<file path="src/rtl/tsf_pkg.sv">
package tsf_pkg;
  typedef enum logic [1:0] {
    MODE_PASS   = 2'd0,
    MODE_HOLD   = 2'd1,
    MODE_ROLL   = 2'd2,
    MODE_TRIG   = 2'd3
  } tsf_mode_e;

  typedef struct packed {
    logic wrEn;     // store the incoming triplet at the write pointer
    logic rdEn;     // load the oldest entry into the output registers
    logic advRd;    // retire the oldest entry (pop or overwrite)
    logic flush;    // return both pointers to slot zero
    logic passLoad; // load the incoming triplet straight into the outputs
  } tsf_strb_t;
endpackage

</file>
<file path="src/rtl/tsf_ctrl.sv">
module tsf_ctrl
  import tsf_pkg::*;
#(
  parameter int DEPTH = 32,
  parameter int LVLW  = $clog2(DEPTH + 1)
) (
  input  logic            clk,
  input  logic            rst_n,
  input  logic [1:0]      modeSel,
  input  logic            trigIn,
  input  logic            sampleValid,
  input  logic            popStrobe,
  input  logic            wmEnable,
  input  logic [LVLW-1:0] wmLevel,
  output tsf_strb_t       strb,
  output logic [LVLW-1:0] levelCount,
  output logic            emptyFlag,
  output logic            fullFlag,
  output logic            wmFlag
);
  localparam logic [LVLW-1:0] FULL_LVL = LVLW'(DEPTH);

  tsf_mode_e       mode;
  logic [LVLW-1:0] level;
  logic            trigSeen;
  logic            isPass, rollLike, isFull, isEmpty;
  logic            popOk, pushOk, advRd;

  assign mode = tsf_mode_e'(modeSel);

  always_comb begin
    isPass   = (mode == MODE_PASS);
    rollLike = (mode == MODE_ROLL) || ((mode == MODE_TRIG) && !trigSeen);
    isFull   = (level == FULL_LVL);
    isEmpty  = (level == '0);
    popOk    = !isPass && popStrobe && !isEmpty;
    pushOk   = !isPass && sampleValid && (!isFull || rollLike);
    advRd    = popOk || (pushOk && isFull);
    strb.wrEn     = pushOk;
    strb.rdEn     = popOk;
    strb.advRd    = advRd;
    strb.flush    = isPass;
    strb.passLoad = isPass && sampleValid;
  end

  always_ff @(posedge clk or negedge rst_n) begin
    if (!rst_n) begin
      level <= '0;
    end else if (isPass) begin
      level <= '0;
    end else if (pushOk && !advRd) begin
      level <= level + 1'b1;
    end else if (!pushOk && advRd) begin
      level <= level - 1'b1;
    end
  end

  always_ff @(posedge clk or negedge rst_n) begin
    if (!rst_n) begin
      trigSeen <= 1'b0;
    end else if (mode != MODE_TRIG) begin
      trigSeen <= 1'b0;
    end else if (trigIn) begin
      trigSeen <= 1'b1;
    end
  end

  assign levelCount = level;
  assign emptyFlag  = isEmpty;
  assign fullFlag   = isFull;
  assign wmFlag     = wmEnable && (level >= wmLevel);

  // the count is bounded by the depth
  a_r9_level_bound: assert property (@(posedge clk) disable iff (!rst_n)
    levelCount <= FULL_LVL);

  // a pass-through cycle empties the buffer
  a_r3_flush: assert property (@(posedge clk) disable iff (!rst_n)
    (modeSel == 2'd0) |=> emptyFlag);

  // hold behaviour never leaves full without a pop
  a_r4_hold_full: assert property (@(posedge clk) disable iff (!rst_n)
    (!isPass && !rollLike && fullFlag && !popStrobe) |=> fullFlag);

  // rolling behaviour keeps a full buffer full under a push
  a_r6_roll_full: assert property (@(posedge clk) disable iff (!rst_n)
    (rollLike && fullFlag && sampleValid) |=> fullFlag);

  // a pop on an empty buffer with no push leaves it empty
  a_r5_empty_pop: assert property (@(posedge clk) disable iff (!rst_n)
    (emptyFlag && !sampleValid) |=> emptyFlag);
endmodule

</file>
<file path="src/rtl/tsf_data.sv">
module tsf_data
  import tsf_pkg::*;
#(
  parameter int DEPTH = 32,
  parameter int DW    = 10,
  parameter int PTRW  = $clog2(DEPTH)
) (
  input  logic          clk,
  input  logic          rst_n,
  input  tsf_strb_t     strb,
  input  logic [DW-1:0] sampleX,
  input  logic [DW-1:0] sampleY,
  input  logic [DW-1:0] sampleZ,
  output logic [DW-1:0] outX,
  output logic [DW-1:0] outY,
  output logic [DW-1:0] outZ
);
  localparam int EW = 3 * DW;
  localparam logic [PTRW-1:0] LAST = PTRW'(DEPTH - 1);

  logic [EW-1:0]   slots [DEPTH];
  logic [PTRW-1:0] wrPtr, rdPtr;
  logic [EW-1:0]   oldest, incoming;

  function automatic logic [PTRW-1:0] bump(input logic [PTRW-1:0] p);
    return (p == LAST) ? '0 : p + 1'b1;
  endfunction

  assign incoming = {sampleX, sampleY, sampleZ};
  assign oldest   = slots[rdPtr];

  always_ff @(posedge clk) begin
    if (strb.wrEn) slots[wrPtr] <= incoming;
  end

  always_ff @(posedge clk or negedge rst_n) begin
    if (!rst_n) begin
      wrPtr <= '0;
      rdPtr <= '0;
    end else if (strb.flush) begin
      wrPtr <= '0;
      rdPtr <= '0;
    end else begin
      if (strb.wrEn)  wrPtr <= bump(wrPtr);
      if (strb.advRd) rdPtr <= bump(rdPtr);
    end
  end

  always_ff @(posedge clk or negedge rst_n) begin
    if (!rst_n) begin
      {outX, outY, outZ} <= '0;
    end else if (strb.passLoad) begin
      {outX, outY, outZ} <= incoming;
    end else if (strb.rdEn) begin
      {outX, outY, outZ} <= oldest;
    end
  end

  // outputs move only on a taken pop or a pass-through sample
  a_r5_out_hold: assert property (@(posedge clk) disable iff (!rst_n)
    (!strb.rdEn && !strb.passLoad) |=> $stable({outX, outY, outZ}));

  // pass-through never writes the storage
  a_r2_pass_no_store: assert property (@(posedge clk) disable iff (!rst_n)
    strb.flush |-> !strb.wrEn);
endmodule

</file>
<file path="src/rtl/tri_sample_fifo.sv">
module tri_sample_fifo
  import tsf_pkg::*;
#(
  parameter int DEPTH = 32,
  parameter int DW    = 10,
  parameter int LVLW  = $clog2(DEPTH + 1)
) (
  input  logic            clk,
  input  logic            rst_n,
  input  logic [1:0]      modeSel,
  input  logic            trigIn,
  input  logic            sampleValid,
  input  logic [DW-1:0]   sampleX,
  input  logic [DW-1:0]   sampleY,
  input  logic [DW-1:0]   sampleZ,
  input  logic            popStrobe,
  input  logic            wmEnable,
  input  logic [LVLW-1:0] wmLevel,
  output logic [DW-1:0]   outX,
  output logic [DW-1:0]   outY,
  output logic [DW-1:0]   outZ,
  output logic [LVLW-1:0] levelCount,
  output logic            emptyFlag,
  output logic            fullFlag,
  output logic            wmFlag
);
  tsf_strb_t strb;

  tsf_ctrl #(.DEPTH(DEPTH), .LVLW(LVLW)) u_ctrl (
    .clk(clk), .rst_n(rst_n), .modeSel(modeSel), .trigIn(trigIn),
    .sampleValid(sampleValid), .popStrobe(popStrobe),
    .wmEnable(wmEnable), .wmLevel(wmLevel), .strb(strb),
    .levelCount(levelCount), .emptyFlag(emptyFlag),
    .fullFlag(fullFlag), .wmFlag(wmFlag)
  );

  tsf_data #(.DEPTH(DEPTH), .DW(DW)) u_data (
    .clk(clk), .rst_n(rst_n), .strb(strb),
    .sampleX(sampleX), .sampleY(sampleY), .sampleZ(sampleZ),
    .outX(outX), .outY(outY), .outZ(outZ)
  );
endmodule

</file>
<file path="config.mk">
export PLATFORM = sky130hd
export DESIGN_NAME = tri_sample_fifo
export DESIGN_NICKNAME = d
export VERILOG_FILES = /design/src/rtl/tsf_pkg.sv /design/src/rtl/tsf_ctrl.sv /design/src/rtl/tsf_data.sv /design/src/rtl/tri_sample_fifo.sv
export SDC_FILE = /design/constraint.sdc
export NUM_CORES = 1
export LEC_CHECK = 0
export BUFFER_PORTS_ARGS = -buffer_cell sky130_fd_sc_hd__buf_4
export CELL_PAD_IN_SITES_DETAIL_PLACEMENT = 1
export CELL_PAD_IN_SITES_GLOBAL_PLACEMENT = 1
export CORE_MARGIN = 5
export CORE_UTILIZATION = 40
export DETAILED_ROUTE_END_ITERATION = 12
export PLACE_DENSITY = 0.69
export SLEW_MARGIN = 20
export SYNTH_ARGS = -nofsm -noshare
export SYNTH_HDL_FRONTEND = slang
export SYNTH_SLANG_ARGS = --single-unit
</file>
<file path="constraint.sdc">
create_clock -name clk -period 3.4 [get_ports clk]
set_input_delay 0.17 -clock clk [delete_from_list [all_inputs] [get_ports clk]]
set_output_delay 0.17 -clock clk [all_outputs]
set_load 0.1 [all_outputs]
</file>
* Yosys cells after proc, flatten, opt, wreduce, memory -nomap -nowiden *
Memory sizes are Yosys's and may differ from the RTL's.
Index checks and enable logic that the tools add are counted.

word-level totals
  memory bits (writable) = 960
  output and inout bits = 39
  input port bits = 44
  memories = 1
  bits in registers = 47
  logic and storage cells = 64

memory list
  name          words  bits a word  rd ports  clocked after Yosys merged registers in  write ports  RTL line        text
  u_data.slots  32     30           1         0                                        1            tsf_data.sv:21  logic [EW-1:0] slots [DEPTH];

operators by class
  equal/unequal tests = 6
  order comparisons = 1
  reductions and logical operators = 26
  multiplexer cells = 19
  add/subtract/negate cells = 4

operator list
  kind                                              count
  two-way mux 10 bit                                6
  two-way mux 5 bit                                 6
  two-way mux 6 bit                                 3
  adder 5 x 1 -> 5 bit, second input constant       2
  equality test 5 bit, second input constant        2
  logical AND 1 bit                                 10
  nonzero test 2 bit                                4
  adder 6 x 1 -> 6 bit, second input constant       1
  equality test 6 bit, second input constant        1
  greater-or-equal comparator 6 bit                 1
  zero test 1 bit                                   6
  zero test 6 bit                                   1
  subtractor 6 x 1 -> 6 bit, second input constant  1
  equality test 2 bit, second input constant        2
  two-way mux 1 bit                                 4
  logical OR 1 bit                                  3
  nonzero test 3 bit                                1
  zero test 2 bit                                   1
  != test 2 bit, second input constant              1

* Depth between registers and ports, before layout *
Gate-level depths: netlist of run 1.

  depth after elaboration = 11
  mapped depth = 14
  gate-level depth less buffers = 13

* Modules after synthesis *
From an unflattened synthesis of run 1, not the netlist that was laid out.

second synthesis, totals
  cells, all modules = 2,060
  area, all modules = 39,643.0 µm²

by module, submodules not included
  module    seq. area each (µm²)  cells each  times used  area an instance (µm²)
  tsf_data  29,828.6              1,971       1           38,867.3
  tsf_ctrl  175.2                 89          1           775.7

* Worst setup path after synthesis of run 1 *
No wires, ideal clock.

  path kind = reg-to-reg
  start = register u_ctrl.level[0], in the netlist u_ctrl.levelCount[0]
  end = register u_data.outX[0]
  slack = -0.955 ns
  library setup time = 0.065 ns
  cell stages (with the launch flop) = 7
  arrival time = 4.290 ns
  required time = 3.335 ns
  cells stage by stage = dfrtp_1 -> or4_1 -> nor3_1 -> nand3b_1 -> clkbuf_1 -> and3_1 -> a211o_1

on the way
  word-level cells in the longest chain between the ends = 4

RTL lines
  what                          RTL line               text
  start, declared               tsf_ctrl.sv:24         logic [LVLW-1:0] level;
  start signal, assigned        tsf_ctrl.sv:52         level <= level + 1'b1;
  start signal, assigned        tsf_ctrl.sv:54         level <= level - 1'b1;
  zero test 6 bit               tsf_ctrl.sv:35         isEmpty = (level == '0);
  net emptyFlag                 tri_sample_fifo.sv:23  output logic emptyFlag,
  zero test 1 bit               tsf_ctrl.sv:36         popOk = !isPass && popStrobe && !isEmpty;
  logical AND 1 bit             tsf_ctrl.sv:36
  nonzero test 2 bit (no line)  --
  end signal, assigned          tsf_data.sv:53         {outX, outY, outZ} <= incoming;
  end signal, assigned          tsf_data.sv:55         {outX, outY, outZ} <= oldest;
  end, declared                 tsf_data.sv:14         output logic [DW-1:0] outX,

The timed path passes the listed nets, and every way through them passes these cells.
A chain may end at the register's enable or synchronous reset.

* Worst setup path in the final report of run 1 *
  start = register u_ctrl.level[0], in the netlist u_ctrl.levelCount[0]
  end = register u_ctrl.level[5], in the netlist u_ctrl.levelCount[5]

on the way
  word-level cells in the longest chain between the ends = 10

RTL lines
  what
  branches (longest 10 deep; another with subtractor 6 x 1 -> 6 bit)

Several ways; the timed one is not identified. The select of a mux whose other input is x is not followed.

==> impl_results.md, run 1 <==
- Outcome: complete, no violations
- HP Start: sampleValid
- Multiplexer area fraction after synthesis: 0.1438
- Critical path class: register to register
- Cts bufs inserted: 98
- Post-synthesis area per instance: roughly 22 µm²
- DR vias: roughly 20,000
- Clock sinks: between 1,000 and 1,500
- Post-Synth Adder-Cell Area: 0.006315
- Total wire length: 104.3 mm
- Die area: between 0.1 and 0.15 mm²
- Peak VDD IR: roughly 500 µV
- Pwr Total: approximately 35 mW
- Slew Viols, Final: 0
- Fill cells: 8,569
- CP bufs+invs: 1
- YS warnings: 0
- P_leak: roughly 15 nW
- Synth Flop Type: edfxtp_1
- Drt via density: slightly below 6
- Post-synth EDFFs: 960
- Final period utilization: 0.9663
- GRT Total Usage: 0.2008
- Final Hold Fails: 0
- Worst Path Arrival: around 3.8 ns
- Clk_lat worst skew: 0.67 ns
- CP Max Fanout: 6
- Setup Skew: around 0.034 ns
- Crit path max-delay cell type: or4_1
- Vias in the first global route: about 21,000
- # IOs: 83
- Clk buf depth: 3
- CP Data Required Time: about 4.0 ns
- Initial Util: 0.4022
- Max_cap viols: 0
- CTS tree: built
- Area of the core: 0.09657 mm²
- Most frequent cells after synthesis: edfxtp_1, mux4_2, nor2_1
- Finish-stage setup viols: 0
- Synth Cell Area: just under 0.04 mm²
- Global-route wire length before repair: approximately 150 mm
- Largest area contributor in the netlist: edfxtp_1
- Critical Path Start: u_ctrl.levelCount[0]
- Routed Antenna Nets: 0
- DP HPWL: 58.33 mm
- Top delay family on crit path: compound AO/OA/AOI/OAI gates
- TNS Setup: 0 ns
- Inserted Diodes: 0
- CP Launch Type: register
- Largest family of logic cells by synthesized area: multiplexers
- Number of unique standard cell types used by synthesis: 52
- Worst Tran Pin Value: 1.119 ns
- WL/cell: approximately 31 µm
- Yosys reg bits: approximately 1,000
- Clk root buf: clkbuf_16
- FMAX: just over 0.3 GHz
- Compound-Gate Fraction of Synth Area: 0.04146
- DRC: 0
- Synth top area share: 0.7423
- Syn Nets: 1,818
- Cells after Synth: about 1,800
- Ys async rst share: 0.04667
- Fin nets: just over 2,000
- RSZ-0062 raised after global routing: no
- Pre-antenna DRT Iters: 5
- Sequential share of the synthesized area: 0.7726
- H-tree levels: 3
- GP Congestion: 0.7855
- Post-synthesis simple-gate area fraction: 0.01978
- Slowest Stage Delay on Critical Path: ~0.58 ns
- Pin count of the biggest net entering global routing: 65
- P&R area growth vs syn: 17.67%
- Die X-Extent: roughly 320 µm
- # Post-CTS Setup Buffers: 0
- Antenna violations before repair: 4
- Iteration-0 DRC Markers: 2,128
- Die outline height: between 300 and 400 µm
- Top-count cell post-synth: edfxtp_1
- Core Rows: 114
- Remaining global-route overflow: 0
- Synth Area in XOR/XNOR: 0.001128
- Share of cells above drive strength 1: 0.3056
- Largest cells by area after synthesis: edfxtp_1, mux4_2, dfrtp_1
- Rel. slew slack: 0.2538
- Worst Setup End Kind: register
- Min-Delay Path Class: input pin to register
- Min cycle time layout: roughly 3.3 ns
- Pwr per Cell Area: 757.0 mW/mm²
- Port Buffers: between 80 and 90
- Critical path cell sequence: or4_1 -> o311a_2 -> a31oi_4 -> ha_4 -> inv_1 -> ha_1 -> a21o_1 -> a21oi_4 -> o21ai_0 -> o311ai_1 -> xnor2_1 -> nor2_1
- R2r startpoint: u_ctrl.levelCount[0]
- Clock-pin transition on the worst setup and hold timing paths: roughly 0.070 ns
[registers in the layout, indices dropped and copies added (netlist names)]
| name | flops |
|---|---|
| u_ctrl.levelCount | 6 |
| u_ctrl.trigSeen | 1 |
| u_data.wrPtr | 5 |
| u_data.slots | 960 |
| u_data.rdPtr | 5 |
| u_data.outY | 10 |
| u_data.outZ | 10 |
| u_data.outX | 10 |
[path summary, 6_finish.rpt]
kind | endpoint | depth (start not counted) | slack, ns
max in group asynchronous | u_data.rdPtr[1] | 2 | 2.48
max | u_ctrl.levelCount[5] | 12 | 0.11
max reg2reg | u_ctrl.levelCount[5] | 12 | 0.11
min in group asynchronous | u_data.outY[9] | 2 | 0.22
min | u_data.rdPtr[0] | 5 | 0.16
min reg2reg | u_data.outX[9] | 2 | 0.62
[kinds of logic after synthesis]
kind of cell,count (synthesis)
AO/OA/AOI/OAI,201
XOR/XNOR,5
adder cells (fa/ha/maj),19
buffers and inverters,112
flip-flops,1007
multiplexers,258
AND/OR/NAND/NOR,153
[area by class of cell]
type	instances	area, µm²	share of cell area
Tap cell	1276	1597	0.03494
Clock buffer	116	2551	0.05583
Clock inverter	64	844.6	0.01848
Timing Repair Buffer	208	2077	0.04545
Multi-Input combinational cell	636	8552	0.1871
Sequential cell	1007	30020	0.6570
Inverter	14	53.80	0.001177
[placed cells by master (no fill, tap or decap), types with 4 or more instances in the layout]
cell             n
a221oi_1        17
nor2_4          32
clkinv_1        17
nand2_1         29
xnor2_1          4
inv_16           4
a21oi_1         14
o221ai_1        15
clkbuf_16       99
buf_12          34
and3_1          18
o22ai_1         15
dlygate4sd3_1   36
nor2b_1          6
inv_1           13
a211o_1         15
nand3_1          5
ha_1            16
clkinv_2        20
a221oi_2        13
dfrtp_4          4
edfxtp_1       960
clkbuf_1        16
dfrtp_2          4
buf_4          138
o21ai_1         18
dfrtp_1         39
mux4_2         240
nand4_1         15
nor2_1          18
a22oi_1         45
and2_1           4
a22o_1          30
o21ai_0          5
bufinv_16       18
nand3b_1         4
mux2i_1         18
[stage by stage]
stage | cells | hold slack (ns) | util | worst slack (ns) | instance area [µm²]
floorplan | 1755 | -0.1256 | - | -0.06035 | 38870
global placement | 3105 | 0.3525 | 0.4340 | 0.1365 | 41910
detailed placement | 3105 | 0.3562 | 0.4341 | 0.03083 | 41920
CTS | 3321 | 0.1137 | 0.4730 | 0.01270 | 45680
global route | 3321 | 0.1551 | 0.4732 | 0.04169 | 45700
finish | 3321 | 0.1587 | 0.4732 | 0.1145 | 45700
[tightest hold or removal path: stages]
cell and delay (ns):
buf_4 0.13, a31oi_4 0.11, buf_4 0.17, a21oi_1 0.15, nor2_1 0.06
[report_power, final]
part           switching [mW]  total (mW)  internal (mW)
combinational            5.13        8.63           3.50
sequential              0.500        14.5           14.0
clock                    4.69        11.5           6.77
[per-layer routing]
metal  track usage  routed length (µm)  vias to the layer above  part of all wire
met1        0.2675               41630                    10710              0.40
met2        0.3351               51880                      848              0.50
met3       0.03952                7584                      178             0.073
met4       0.06658                3197                        2             0.031
met5             0                  13                        -           0.00012
li1              -                   -                     7924                 -
[repair_timing]
| action | CTS | global route |
|---|---|---|
| endpoints found under the hold margin | 1037 | 0 |
| hold buffers | 36 | 0 |
| setup endpoints to repair | 0 | 1 |
| resized for setup | 0 | 4 |
Power figures use the tool's default switching activity.
==> inputs of run 2 (changes only) <==
- SETUP_SLACK_MARGIN: not set -> 0.4
==> run 2 against run 1 <==
Setup slack improved by 0.18 ns. Die area did not move. Highest routed layer unchanged. Design area fell by 0.22%. Via count rose by 0.18%. Combinational power rose by 0.9%. Sequential power barely moved. Flip-flop and latch count did not move. Non-clock buffer count rose by 18. Hold slack got worse by 0.037 ns. First-iteration DRC count rose by 5.5%. Critical path depth did not move. Routed wire length rose by 1.4%. Critical endpoint unchanged.
==> impl_results.md, run 2 (synthesized netlist as in run 1, its figures left out) <==
- Outcome: complete, no violations (unchanged)
- Final Hold Fails: 0 (unchanged)
- H-tree levels: 3 (unchanged)
- R2r startpoint: u_ctrl.levelCount[0] (unchanged)
- Share of cells above drive strength 1: 0.3150 (was 0.3056)
- Top reg by flops: u_data.slots (unchanged)
- # IOs: 83 (unchanged)
- Die area: 0.1034 mm² (unchanged)
- Pin count of the biggest net entering global routing: 61 (was 65)
- Max_cap viols: 0 (unchanged)
- DP HPWL: 60.49 mm (was 58.33 mm)
- Hold slack: 0.1218 ns (was 0.1587 ns)
- CP Launch Type: register (unchanged)
- Most frequent cells in the layout: edfxtp_1, mux4_2, buf_4, clkbuf_16, a22oi_1 (unchanged)
- GP Congestion: 0.7915 (was 0.7855)
- DR vias: 19,700 (was 19,670)
- Routed wl met2: 53.09 mm (was 51.88 mm)
- CP Data Required Time: 3.94 ns (was 3.95 ns)
- FMAX: 0.3222 GHz (was 0.3044 GHz)
- Cts bufs inserted: 97 (was 98)
- Fill cells: 8,670 (was 8,569)
- Initial Util: 0.4022 (unchanged)
- Die outline height: 321.6 µm (unchanged)
- Port Buffers: 82 (unchanged)
- Worst Path Arrival: 3.65 ns (was 3.84 ns)
- DR top layer: met5 (unchanged)
- Pre-antenna DRT Iters: 5 (unchanged)
- Iteration-0 DRC Markers: 2,245 (was 2,128)
- CTS tree: built (unchanged)
- Drt via density: 5.904 (was 5.922)
- GRT Total Usage: 0.2029 (was 0.2008)
- Critical Path Start: u_ctrl.levelCount[0] (unchanged)
- Worst Setup End Kind: register (unchanged)
- Global-route wire length before repair: 152.3 mm (was 151.2 mm)
- P&R area growth vs syn: 17.41% (was 17.67%)
- Clk root buf: clkbuf_16 (unchanged)
- Min-Delay Path Class: input pin to register (unchanged)
- DRC: 0 (unchanged)
- WL/cell: 31.71 µm (was 31.41 µm)
- P_leak: 14.52 nW (was 14.53 nW)
- Routed Antenna Nets: 0 (unchanged)
- HP Start: sampleValid (unchanged)
- Setup Skew: 0.02893 ns (was 0.03384 ns)
- Clk_lat worst skew: 0.67 ns (about the same)
- Final period utilization: 0.9129 (was 0.9663)
- TNS Setup: 0 ns (unchanged)
- Wire length on met3: 8.804 mm (was 7.584 mm)
- Die X-Extent: 321.6 µm (unchanged)
- Max FFs per register: 960 (unchanged)
- RSZ-0062 raised after global routing: yes (was no)
- Vias in the first global route: 20,900 (was 21,070)
- Core Rows: 114 (unchanged)
- Rel. slew slack: 0.2423 (was 0.2538)
- Remaining global-route overflow: 0 (unchanged)
- Finish-stage setup viols: 0 (unchanged)
- Antenna violations before repair: 3 (was 4)
- Clock-pin transition on the worst setup and hold timing paths: 0.07 ns (about the same)
- FF-to-FF setup slack: 0.30 ns (was 0.11 ns)
- Peak VDD IR: 415.3 µV (was 499.0 µV)
- Clk buf depth: 3 (unchanged)
- Pwr Total: 34.14 mW (was 34.59 mW)
- Area of the core: 0.09657 mm² (unchanged)
- Critical path class: register to register (unchanged)
- Commonest non-fill, non-tap cell in the layout: edfxtp_1 (unchanged)
- Final WS setup: 0.2960 ns (was 0.1145 ns)
- Slew Viols, Final: 0 (unchanged)
- Fin nets: 2,045 (was 2,028)
- Min cycle time layout: 3.104 ns (was 3.285 ns)
- Pre-CTS WS: 0.1971 ns (was 0.03083 ns)
- Clock sinks: 1,007 (unchanged)
- CP Max Fanout: 4 (was 6)
- Pwr per Cell Area: 748.7 mW/mm² (was 757.0 mW/mm²)
- Total wire length: 105.8 mm (was 104.3 mm)
- Worst Tran Pin Value: 1.135 ns (was 1.119 ns)
- Met1 WL: 40.82 mm (was 41.63 mm)
-- run 2: cell count changes in the layout (fill, tap and decap cells not counted), sizes merged --
cell and change:
clkbuf +10, inv -1, bufinv -7, buf +18
diode +1, clkinvlp -1, clkinv -4
-- run 2: what timing repair did --
action                                 in CTS  in global routing
setup endpoints to repair                   2                  4
pin swaps                                   3                  7
hold buffers                               36                  0
gates resized for setup                     5                 12
endpoints found under the hold margin    1037                  0
gates cloned                                0                  0
setup buffers                               7                  2
-- run 2: power breakdown --
part	total [mW]	internal [mW]	switching, mW
combinational	8.71	3.56	5.15
sequential	14.5	14.0	0.525
clock	10.9	6.31	4.58
-- run 2: routing by layer --
layer | track usage | vias up
li1 | - | 7952
met1 | 0.2704 | 10610
met2 | 0.3412 | 955
met3 | 0.03915 | 179
met4 | 0.06321 | 4
met5 | 0 | -
-- run 2: stage by stage --
stage | area (µm²) | utilization | instances
after floorplan | 38910 | - | 1755
after global placement | 41860 | 0.4335 | 3114
after detailed placement | 41860 | 0.4335 | 3114
after CTS | 45520 | 0.4714 | 3334
after global routing | 45600 | 0.4722 | 3336
final | 45600 | 0.4722 | 3337
-- run 2: worst paths after layout --
kind	end	cells past startpoint
max in group asynchronous	u_ctrl.levelCount[2]	2
worst min-delay path	u_data.wrPtr[4]	3
worst min register to register	u_data.outZ[7]	2
min in group asynchronous	u_data.outY[9]	2
worst max-delay path	u_ctrl.levelCount[5]	12
worst max register to register	u_ctrl.levelCount[5]	12
-- run 2: final cells by class --
class / instances / area [µm²] / area share
Sequential cell: 1007 / 30030 / 0.6585
Multi-Input combinational cell: 636 / 8651 / 0.1897
Clock buffer: 126 / 2638 / 0.05784
Timing Repair Buffer: 226 / 2053 / 0.04503
Tap cell: 1276 / 1597 / 0.03501
Clock inverter: 51 / 573.1 / 0.01257
Inverter: 14 / 58.81 / 0.001290
Antenna cell: 1 / 2.502 / 0.00005488
-- run 2: critical path, stage by stage (launching register included) --
cell and delay (ns):
dfrtp_4 0.49, or4_4 0.54, o311a_4 0.34, a31oi_4 0.18, ha_4 0.18, inv_6 0.05, ha_4 0.28, nor4_1 0.05
a41o_1 0.24, a31oi_4 0.21, o311ai_4 0.14, xnor2_1 0.20, nor2_1 0.07
